--- config.mk ---
export PLATFORM = sky130hd
export DESIGN_NAME = hss_cycle_ctrl
export DESIGN_NICKNAME = d
export VERILOG_FILES = /design/src/rtl/hss_pkg.sv /design/src/rtl/hss_phase_timer.sv /design/src/rtl/hss_fault_ctrl.sv /design/src/rtl/hss_cycle_ctrl.sv
export SDC_FILE = /design/constraint.sdc
export NUM_CORES = 1
export LEC_CHECK = 0
export BUFFER_PORTS_ARGS = -buffer_cell sky130_fd_sc_hd__clkbuf_2
export CORE_UTILIZATION = 30
export CTS_BUF_LIST = sky130_fd_sc_hd__clkbuf_4 sky130_fd_sc_hd__clkbuf_8
export DETAILED_ROUTE_END_ITERATION = 8
export SLEW_MARGIN = 20
export SYNTH_ARGS = -nofsm -noshare
export SYNTH_HDL_FRONTEND = slang
export SYNTH_SLANG_ARGS = --single-unit
--- constraint.sdc ---
create_clock -name clk -period 1.5 [get_ports clk]
set_input_delay 0.075 -clock clk [delete_from_list [all_inputs] [get_ports clk]]
set_output_delay 0.075 -clock clk [all_outputs]
set_load 0.02 [all_outputs]
--- src/rtl/hss_pkg.sv ---
package hss_pkg;
    typedef enum logic [1:0] {
        MODE_OFF   = 2'b00,
        MODE_ON    = 2'b01,
        MODE_CYC_A = 2'b10,
        MODE_CYC_B = 2'b11
    } hss_mode_e;

    localparam int SRC_W = 3;

    typedef struct packed {
        logic             latched;
        logic             diag;
        logic             irq;
        logic             wake;
        logic [SRC_W-1:0] src;
    } hss_flt_s;
endpackage

--- src/rtl/hss_phase_timer.sv ---
module hss_phase_timer
    import hss_pkg::*;
#(
    parameter int PERIOD_A    = 16,
    parameter int PERIOD_B    = 32,
    parameter int ON_TICKS    = 4,
    parameter int SAMPLE_TICK = 3
) (
    input  logic      clk,
    input  logic      rst_n,
    input  logic      restart,
    input  hss_mode_e mode_i,
    output logic      on_phase_o,
    output logic      sample_o
);
    localparam int PMAX = (PERIOD_A > PERIOD_B) ? PERIOD_A : PERIOD_B;
    localparam int CW   = (PMAX > 2) ? $clog2(PMAX) : 1;
    localparam logic [CW-1:0] LAST_A = CW'(PERIOD_A - 1);
    localparam logic [CW-1:0] LAST_B = CW'(PERIOD_B - 1);
    localparam logic [CW-1:0] ON_C   = CW'(ON_TICKS);
    localparam logic [CW-1:0] SMP_C  = CW'(SAMPLE_TICK);

    typedef struct packed {
        logic [CW-1:0] cnt;
    } tmr_s;

    tmr_s          st_d, st_q;
    logic          cyclic;
    logic [CW-1:0] last;

    always_comb begin
        st_d   = st_q;
        cyclic = mode_i[1];
        last   = mode_i[0] ? LAST_B : LAST_A;
        if (restart || !cyclic) begin
            st_d.cnt = '0;
        end else if (st_q.cnt == last) begin
            st_d.cnt = '0;
        end else begin
            st_d.cnt = st_q.cnt + 1'b1;
        end
        on_phase_o = cyclic && (st_q.cnt < ON_C);
        sample_o   = cyclic && (st_q.cnt == SMP_C);
    end

    always_ff @(posedge clk or negedge rst_n) begin
        if (!rst_n) st_q <= '0;
        else        st_q <= st_d;
    end

    // The phase counter stays inside the period of the active cyclic mode.
    assert_cnt_wrap_R3: assert property (@(posedge clk) disable iff (!rst_n)
        (cyclic && !restart) |-> (st_q.cnt <= last));

    // A sample strobe in a cyclic mode falls inside the on-window.
    assert_smp_in_window_R5: assert property (@(posedge clk) disable iff (!rst_n)
        sample_o |-> on_phase_o);
endmodule

--- src/rtl/hss_fault_ctrl.sv ---
module hss_fault_ctrl
    import hss_pkg::*;
#(
    parameter logic [SRC_W-1:0] SRC_OVL = 3'b101
) (
    input  logic             clk,
    input  logic             rst_n,
    input  logic             ovl_i,
    input  logic             out_on_i,
    input  logic             wr_i,
    input  logic             sleep_i,
    input  logic             irq_en_i,
    output logic             latched_o,
    output logic             diag_o,
    output logic             irq_o,
    output logic             wake_o,
    output logic [SRC_W-1:0] src_o
);
    hss_flt_s st_d, st_q;
    logic     ovl_ev;

    always_comb begin
        st_d   = st_q;
        ovl_ev = ovl_i && out_on_i;
        st_d.irq  = ovl_ev && irq_en_i;
        st_d.wake = ovl_ev && sleep_i;
        if (ovl_ev) begin
            st_d.latched = 1'b1;
            st_d.diag    = 1'b0;
            if (sleep_i) st_d.src = SRC_OVL;
        end else if (wr_i) begin
            st_d.latched = 1'b0;
            st_d.diag    = 1'b1;
            st_d.src     = '0;
        end
    end

    always_ff @(posedge clk or negedge rst_n) begin
        if (!rst_n) st_q <= '{latched: 1'b0, diag: 1'b1, irq: 1'b0, wake: 1'b0, src: '0};
        else        st_q <= st_d;
    end

    assign latched_o = st_q.latched;
    assign diag_o    = st_q.diag;
    assign irq_o     = st_q.irq;
    assign wake_o    = st_q.wake;
    assign src_o     = st_q.src;

    // An interrupt pulse lasts one cycle.
    assert_irq_single_R7: assert property (@(posedge clk) disable iff (!rst_n)
        irq_o |=> !irq_o);

    // A latched fault stays latched while no mode write arrives.
    assert_latch_hold_R6: assert property (@(posedge clk) disable iff (!rst_n)
        (latched_o && !wr_i) |=> latched_o);
endmodule

--- src/rtl/hss_cycle_ctrl.sv ---
module hss_cycle_ctrl
    import hss_pkg::*;
#(
    parameter int               PERIOD_A    = 16,
    parameter int               PERIOD_B    = 32,
    parameter int               ON_TICKS    = 4,
    parameter int               SAMPLE_TICK = 3,
    parameter logic [SRC_W-1:0] SRC_OVL     = 3'b101
) (
    input  logic             clk,
    input  logic             rst_n,
    input  logic             mode_wr,
    input  logic [1:0]       mode_wdata,
    input  logic             ovl_flag,
    input  logic             sleep,
    input  logic             irq_en,
    output logic             out_en,
    output logic             wake_sample,
    output logic             diag_ok,
    output logic             irq,
    output logic             wake_req,
    output logic [SRC_W-1:0] rst_src
);
    typedef struct packed {
        hss_mode_e mode;
    } ctl_s;

    ctl_s ctl_d, ctl_q;
    logic on_phase, smp_raw, latched;

    always_comb begin
        ctl_d = ctl_q;
        if (mode_wr) ctl_d.mode = hss_mode_e'(mode_wdata);
    end

    always_ff @(posedge clk or negedge rst_n) begin
        if (!rst_n) ctl_q <= '{mode: MODE_OFF};
        else        ctl_q <= ctl_d;
    end

    hss_phase_timer #(
        .PERIOD_A   (PERIOD_A),
        .PERIOD_B   (PERIOD_B),
        .ON_TICKS   (ON_TICKS),
        .SAMPLE_TICK(SAMPLE_TICK)
    ) i_timer (
        .clk       (clk),
        .rst_n     (rst_n),
        .restart   (mode_wr),
        .mode_i    (ctl_q.mode),
        .on_phase_o(on_phase),
        .sample_o  (smp_raw)
    );

    hss_fault_ctrl #(
        .SRC_OVL(SRC_OVL)
    ) i_fault (
        .clk      (clk),
        .rst_n    (rst_n),
        .ovl_i    (ovl_flag),
        .out_on_i (out_en),
        .wr_i     (mode_wr),
        .sleep_i  (sleep),
        .irq_en_i (irq_en),
        .latched_o(latched),
        .diag_o   (diag_ok),
        .irq_o    (irq),
        .wake_o   (wake_req),
        .src_o    (rst_src)
    );

    always_comb begin
        out_en      = !latched && ((ctl_q.mode == MODE_ON) || on_phase);
        wake_sample = !latched && smp_raw;
    end

    // An accepted overload shuts the output and clears the diagnosis bit.
    assert_ovl_shutdown_R6: assert property (@(posedge clk) disable iff (!rst_n)
        (ovl_flag && out_en) |=> (!out_en && !diag_ok));

    // The wake-up strobe only fires while the output is driven.
    assert_smp_powered_R5: assert property (@(posedge clk) disable iff (!rst_n)
        wake_sample |-> out_en);

    // An interrupt only follows an enabled, accepted overload.
    assert_irq_cause_R7: assert property (@(posedge clk) disable iff (!rst_n)
        irq |-> $past(ovl_flag && out_en && irq_en));

    // A forced wake-up comes with the overload reset-source code.
    assert_wake_code_R8: assert property (@(posedge clk) disable iff (!rst_n)
        wake_req |-> (rst_src == SRC_OVL));

    // An overload while the output is off leaves the diagnosis bit alone.
    assert_ovl_ignored_R9: assert property (@(posedge clk) disable iff (!rst_n)
        (ovl_flag && !out_en && !mode_wr) |=> $stable(diag_ok));
endmodule

# == Yosys cells after proc, flatten, opt, wreduce, memory -nomap -nowiden ==
# Index checks and enable logic that the tools add are counted.
# totals
output_inout_bits,8
in_bits,8
reg_bits,14
# classes
n_lt_le_gt_ge,1
eq_ne,4
n_addsub,1
reduce_logical,13
mux,8
# op_table
op,n
2-to-1 mux 5 bit,3
2-to-1 mux 3 bit,3
logical AND 1 bit,7
"adder 5 x 1 -> 5 bit, second input constant",1
"== test 5 x 2 -> 1 bit, second input constant",1
== test 5 bit,1
"< comparator 5 x 3 -> 1 bit, second input constant",1
2-to-1 mux 2 bit,2
"== test 2 x 1 -> 1 bit, second input constant",1
zero test 1 bit,2
logical OR 1 bit,2
"!= test 2 bit, second input constant",1
AND reduction 2 bit,1
nonzero test 2 bit,1

# == Logic depth before layout (Yosys ltp) ==
# Gate-level depths: netlist (run 1).
# logic_depth
word_depth,7
ltp_mapped,4
ltp_nobuf,4

# == Modules after synthesis ==
# Synthesis (run 1) repeated with hierarchy kept, for this count alone.
# unflattened
hier_cells,48
hier_area_um2,543.0
# modules_own_cells
module,cells_per_inst,n_inst,seq_area_each_um2,area_per_inst_um2
hss_phase_timer,23,1,125.1,246.5
hss_fault_ctrl,17,1,126.4,202.7
hss_cycle_ctrl,8,1,50.0,93.8

# == Worst setup path after synthesis (run 1) ==
# No wires, ideal clock.
# synth_path
path_kind,reg2out
start,reg i_timer.st_q[2] (netlist name)
end,out out_en
path_stages_with_launch,4
slack_ns,0.334
path_buffers,0
t_arrival_ns,1.091
required_ns,1.425
cell_sequence,dfrtp_1 > nor4b_4 > nor2_1 > nor2_1
# synth_between
elab_chain_len,4
# synth_lines
item,line_no,text
from (decl),hss_phase_timer.sv:27,"tmr_s st_d, st_q;"
from (signal assigned),hss_phase_timer.sv:48,else st_q <= st_d;
< comparator 5 x 3 -> 1 bit,hss_phase_timer.sv:42,on_phase_o = cyclic && (st_q.cnt < ON_C);
logical AND 1 bit,hss_phase_timer.sv:42,
logical OR 1 bit,hss_cycle_ctrl.sv:73,out_en = !latched && ((ctl_q.mode == MODE_ON) || on_phase);
logical AND 1 bit,hss_cycle_ctrl.sv:73,
to (decl),hss_cycle_ctrl.sv:17,"output logic out_en,"
# No other way between the ends.

# == Worst setup path after layout (run 1) ==
# layout_path
start,reg i_timer.st_q[4] (netlist name)
end,out wake_sample
# layout_between
elab_chain_len,3
# layout_lines
item,line_no,text
== test 5 x 2 -> 1 bit,hss_phase_timer.sv:43,sample_o = cyclic && (st_q.cnt == SMP_C);
logical AND 1 bit,hss_phase_timer.sv:43,
logical AND 1 bit,hss_cycle_ctrl.sv:74,wake_sample = !latched && smp_raw;
to (decl),hss_cycle_ctrl.sv:18,"output logic wake_sample,"
# No other way between the ends.

==> flow_summary.toml, run 1 <==
[clock_network]
clk_path_buf_depth = 2
clk_pin_slew_ns = 0.06
cts_tree = "built"
cts_max_level = 1
cts_root_buf = "clkbuf_4"
clock_latency_ns = 0.28
numCtsBuffers = 3
cts.sinks = 12

[synth]
synth_fp_nets = 60
synth-compound-area-share_pct = 9.63
synth-seq-cells = 12
synth.distinct_cells = 23
synth_xor_area_share_pct = 3.06
synthMuxAreaShare_pct = 3.72
synthAdderAreaFrac_pct = 2.19
netlist_instances = 51
syn_area_per_cell_um2 = 11.2
synth_top_cell_area_share_pct = 48.1
synth_area_leader_cell = "dfrtp_1"
syn_area_um2 = 572
yosys.area_share.simple_pct = 24.1
yosys-top-cells-area = "dfrtp_1, nor2_1, dfstp_2, o311ai_4, nor2b_1"
ys_seq_area_share_pct = 52.7
synth_top_family_by_area = "simple AND/OR/NAND/NOR gates"
ys_warn_count = 0

[global_route]
grt.total_usage_pct = 11.7
grt_max_degree = 13
grt-ovfl-total = 0
grt_pass1_wl_um = 1640
grt_pass1_vias = 398
antenna_found_initial = 0

[routing]
wirelength_um = 953
drc_errors = 0
via_per_inst = 4.44
dr.first_iter.drc_count = 2
postRouteAntennaNets = 0
vias = 422
firstDrtPassIters = 4
post_drt_wl_per_cell_um = 10.0

[status]
outcome = "finished, final reports clean"

[worst_setup_path]
slowest_delay_ns = 0.44
reg2reg_from = "i_timer.st_q[0]"
path_max_fanout = 4
ff2ff_path_depth = 4
cp_data_required_time_ns = 1.42
endpoint_kind = "primary output"
crit_slowest_cell = "dfrtp_2"
worstPathCellList = "nor4b_4 -> and3b_1 -> buf_6"
crit_type = "reg2out"
rrSetupSlack_ns = 0.20
crit_start = "i_timer.st_q[4]"
rr_endpoint = "i_timer.st_q[3]"
crit_end = "wake_sample"
startpoint_type = "flop"
arrival_ns = 1.37

[sta]
finalMaxSlewViolations = 0
max_freq_ghz = 0.690
fin_crit_ns = 1.45
hold_viol_final = 0
finalSetupTns_ns = 0
setup_viol = 0
fin_worst_skew_ns = 0.00923
min_period_over_period_pct = 96.6
rsz0062_at_grt = "yes"

[layout]
nets = 80
mostFrequentLayoutCells = "clkbuf_2, nor2_1, dfrtp_1"
multiInputGateArea_um2 = 248
post-route-util_pct = 41.1
syn_to_final_growth_pct = 26.7
antenna_cells = 0
layout.cells.non_filler = 95
fillerInstances = 195
layout_commonest_cell = "clkbuf_2"
fin_area_um2 = 724
layout-drive-gt1-share_pct = 40.0
regArea_um2 = 304

[die]
initial_utilization_pct = 32.4
io_pins = 16
fp-row-count = 15
design.core.area_um2 = 1760
die-area_um2 = 2080
die_w_um = 45.7
die_h_um = 45.7

[placement]
dp.cells = 88
place.gp.congestion = 0.705
placed_cell_area_um2 = 658
io_buffers = 14

[pwr]
ir_drop_uv = 618
p_leak_nw = 0.364
powerDensity_nw_per_um2 = 1010

[hold_path]
hold_path.class = "in2reg"

[flow_run]
cap_viol_max_count = 0
repair_timing:
| item | CTS | global route |
|---|---|---|
| resized for setup | 0 | 7 |
| setup endpoints to repair | 0 | 2 |
| endpoints found under the hold margin | 12 | 0 |
| hold buffers | 1 | 0 |
| buffers inserted | 0 | 2 |
how the worst min path moves through the flow:
| stage | start | end | slack (ns) | cells past startpoint |
|---|---|---|---|---|
| after detailed placement | rst_n | ctl_q[0] | -0.02 | 1 |
| after global placement | rst_n | ctl_q[0] | -0.02 | 1 |
| after global routing | irq_en | i_fault.irq_o | 0.01 | 2 |
| final | mode_wdata[1] | ctl_q[1] | 0.01 | 3 |
| after floorplan | rst_n | ctl_q[0] | -0.22 | 0 |
| after CTS | mode_wdata[1] | ctl_q[1] | 0.003 | 3 |
Yosys cell counts:
master / instances
o21a_2: 1
o311ai_4: 1
xnor2_1: 1
a21oi_1: 1
nor4b_4: 1
a22oi_1: 1
and2_1: 2
conb_1: 1
dfrtp_1: 11
mux2_2: 1
and3b_1: 1
mux2i_1: 1
inv_1: 2
nand3_2: 1
a21o_1: 1
nor2_1: 10
nand2_1: 4
nor2b_1: 4
nand3_1: 1
ha_1: 1
dfstp_2: 1
buf_4: 2
xor2_1: 1
logic make-up after synthesis:
| logic type | Yosys count |
|---|---|
| multiplexers | 2 |
| other | 1 |
| AND/OR/NAND/NOR | 24 |
| flip-flops | 12 |
| adder cells (fa/ha/maj) | 1 |
| XOR/XNOR | 2 |
| AO/OA/AOI/OAI | 5 |
| buffers and inverters | 4 |
sequential cells by signal (all words and copies together) (netlist names):
register           cells
i_fault.wake_o         1
i_fault.src_o          1
i_fault.diag_o         1
ctl_q                  2
i_fault.irq_o          1
i_fault.latched_o      1
i_timer.st_q           5
per-layer routing:
metal	GRT usage, %	share of wire (%)
met1	12.4	46
met2	19.1	46
met3	5.95	6.2
met4	5.45	1.2
met5	0	0
worst max-delay path, delay by kind of cell, from the launching register on:
kind | cells | cell delay [ns]
buffers and inverters | 1 | 0.12
AND/OR/NAND/NOR | 2 | 0.55
flip-flops | 1 | 0.44
through the flow:
step                      setup slack [ns]  hold WS [ns]  total power, mW
after CTS                          0.00352       0.00345            0.740
final                               0.0510        0.0106            0.730
after floorplan                      0.334        -0.221            0.466
after detailed placement             0.199       -0.0234            0.508
after global routing               -0.0222        0.0150            0.778
after global placement               0.228       -0.0203            0.506
power by group:
part / switching (mW) / internal (mW)
registers: 0.0201 / 0.351
logic: 0.0760 / 0.0568
clock network: 0.104 / 0.121
total: 0.200 / 0.529
layout make-up:
| type | instances | area share (%) |
|---|---|---|
| Multi-Input combinational cell | 35 | 34.2 |
| Inverter | 2 | 1.04 |
| Tap cell | 25 | 4.32 |
| Clock buffer | 4 | 4.15 |
| Sequential cell | 12 | 42.0 |
| Timing Repair Buffer | 17 | 14.3 |
Power figures use the tool's default switching activity.
==> inputs of run 2 (changes only) <==
--- a/config.mk
+++ b/config.mk
@@ -5,10 +5,10 @@
 export SDC_FILE = /design/constraint.sdc
 export NUM_CORES = 1
 export LEC_CHECK = 0
-export BUFFER_PORTS_ARGS = -buffer_cell sky130_fd_sc_hd__clkbuf_2
 export CORE_UTILIZATION = 30
 export CTS_BUF_LIST = sky130_fd_sc_hd__clkbuf_4 sky130_fd_sc_hd__clkbuf_8
 export DETAILED_ROUTE_END_ITERATION = 8
+export DONT_BUFFER_PORTS = 1
 export SLEW_MARGIN = 20
 export SYNTH_ARGS = -nofsm -noshare
 export SYNTH_HDL_FRONTEND = slang
==> run 2 against run 1 <==
Critical path depth unchanged. First-iteration DRC count unchanged. Fmax up 1.4%. Wire length down 7.2%. Combinational power down 31%. Hold slack better by 0.060 ns. Count of clock-buffer cells in the layout unchanged. Via count down 14%. Worst setup slack better by 0.020 ns. Highest routed layer is now met3.
==> flow_summary.toml, run 2 (same netlist as run 1, synthesis figures left out) <==
[clock_network]
cts_root_buf = "clkbuf_4"
numCtsBuffers = 3
clock_latency_ns = 0.27
cts_max_level = 1
clk_pin_slew_ns = 0.07
postCtsSetupBuffers = 0
cts_tree = "built"
clk_path_buf_depth = 2
cts.sinks = 12

[die]
die_w_um = 45.7
die_h_um = 45.7
die-area_um2 = 2080
design.core.area_um2 = 1760
io_pins = 16
initial_utilization_pct = 32.4
fp-row-count = 15

[routing]
vias = 361
postRouteAntennaNets = 0
firstDrtPassIters = 2
via_per_inst = 4.30
post_drt_wl_per_cell_um = 10.5
wirelength_um = 884
drc_errors = 0
dr.first_iter.drc_count = 2

[global_route]
grt_pass1_wl_um = 1430
grt_pass1_vias = 309
grt_max_degree = 13
grt-ovfl-total = 0
antenna_found_initial = 0
grt.total_usage_pct = 10.1

[worst_setup_path]
rrSetupSlack_ns = 0.25
endpoint_kind = "primary output"
arrival_ns = 1.35
path_max_fanout = 4
startpoint_type = "flop"
cp_data_required_time_ns = 1.42
crit_type = "reg2out"

[pwr]
powerDensity_nw_per_um2 = 1030
p_leak_nw = 0.311
ir_drop_uv = 807
total_power_uw = 706

[sta]
relSlewSlack_pct = 65.5
max_freq_ghz = 0.700
min_period_over_period_pct = 95.2
fin_crit_ns = 1.43
hold_viol_final = 0
hold_ws_ns = 0.0711
worstMarginPinSlew_ns = 0.515
finalMaxSlewViolations = 0
finalSetupTns_ns = 0
setup_viol = 0
rsz0062_at_grt = "yes"
fin_worst_skew_ns = 0.00642

[layout]
antenna_cells = 0
nets = 69
fillerInstances = 182
top_register = "i_timer.st_q"
layout-drive-gt1-share_pct = 22.0
layout.cells.non_filler = 84
largest_registers = "i_timer.st_q: 5 flops, ctl_q: 2 flops"
layout_commonest_cell = "dfrtp_1"
largest_register_ffs = 5
mostFrequentLayoutCells = "dfrtp_1, nor2_1, dlygate4sd3_1"
syn_to_final_growth_pct = 19.5
post-route-util_pct = 38.7

[hold_path]
hold_path.class = "in2reg"

[placement]
hpwl_um = 703
place.gp.congestion = 0.660
io_buffers = 0
dp.cells = 74

[flow_run]
cap_viol_max_count = 0

[status]
outcome = "finished, final reports clean"
==> run 2: final timing paths <==
check / startpoint / to / depth (start not counted)
max: i_timer.st_q[2] / out_en / 3
min: mode_wr / i_timer.st_q[0] / 3
max reg2reg: i_timer.st_q[0] / i_timer.st_q[3] / 4
min reg2reg: i_timer.st_q[0] / i_timer.st_q[0] / 1
max in group asynchronous: rst_n / i_timer.st_q[2] / 1
min in group asynchronous: rst_n / i_timer.st_q[1] / 1
==> run 2: through the flow <==
step	setup WS [ns]	cell area [µm²]
detailed placement	0.251	588
CTS	0.00555	681
finish	0.0713	683
global placement	0.264	588
global route	-0.0112	683
floorplan	0.334	572
==> run 2: repair_timing <==
item,CTS,global route
hold buffers,6,0
resized for setup,1,2
hold endpoints to repair,18,0
setup endpoints to repair,1,2
pin swaps,0,1
==> run 2: cell type report <==
type	count	area (µm²)	area share (%)
multi-input cells	35	251	36.8
inverters	2	7.51	1.10
clock buffers	4	30.0	4.40
repair buffers	6	60.1	8.79
flip-flops and latches	12	303	44.3
well taps	25	31.3	4.58
==> run 2: per-layer routing <==
layer | track usage, % | up-vias | routed length (µm)
li1 | - | 180 | -
met1 | 12.8 | 169 | 395
met2 | 14.0 | 12 | 420
met3 | 7.14 | 0 | 68
met4 | 1.82 | 0 | 0
met5 | 0 | - | 0
==> run 2: power breakdown <==
group	internal (mW)	leakage (nW)	total [mW]	switching, mW
registers	0.352	0.155	0.396	0.0442
logic	0.0437	0.138	0.0917	0.0480
clock network	0.121	0.0184	0.218	0.0973
==> run 2: critical path: stages, from the launching register on <==
cell and delay [ns]:
dfrtp_2 0.45, nor4b_4 0.33, nor2_1 0.10, nor2_2 0.21
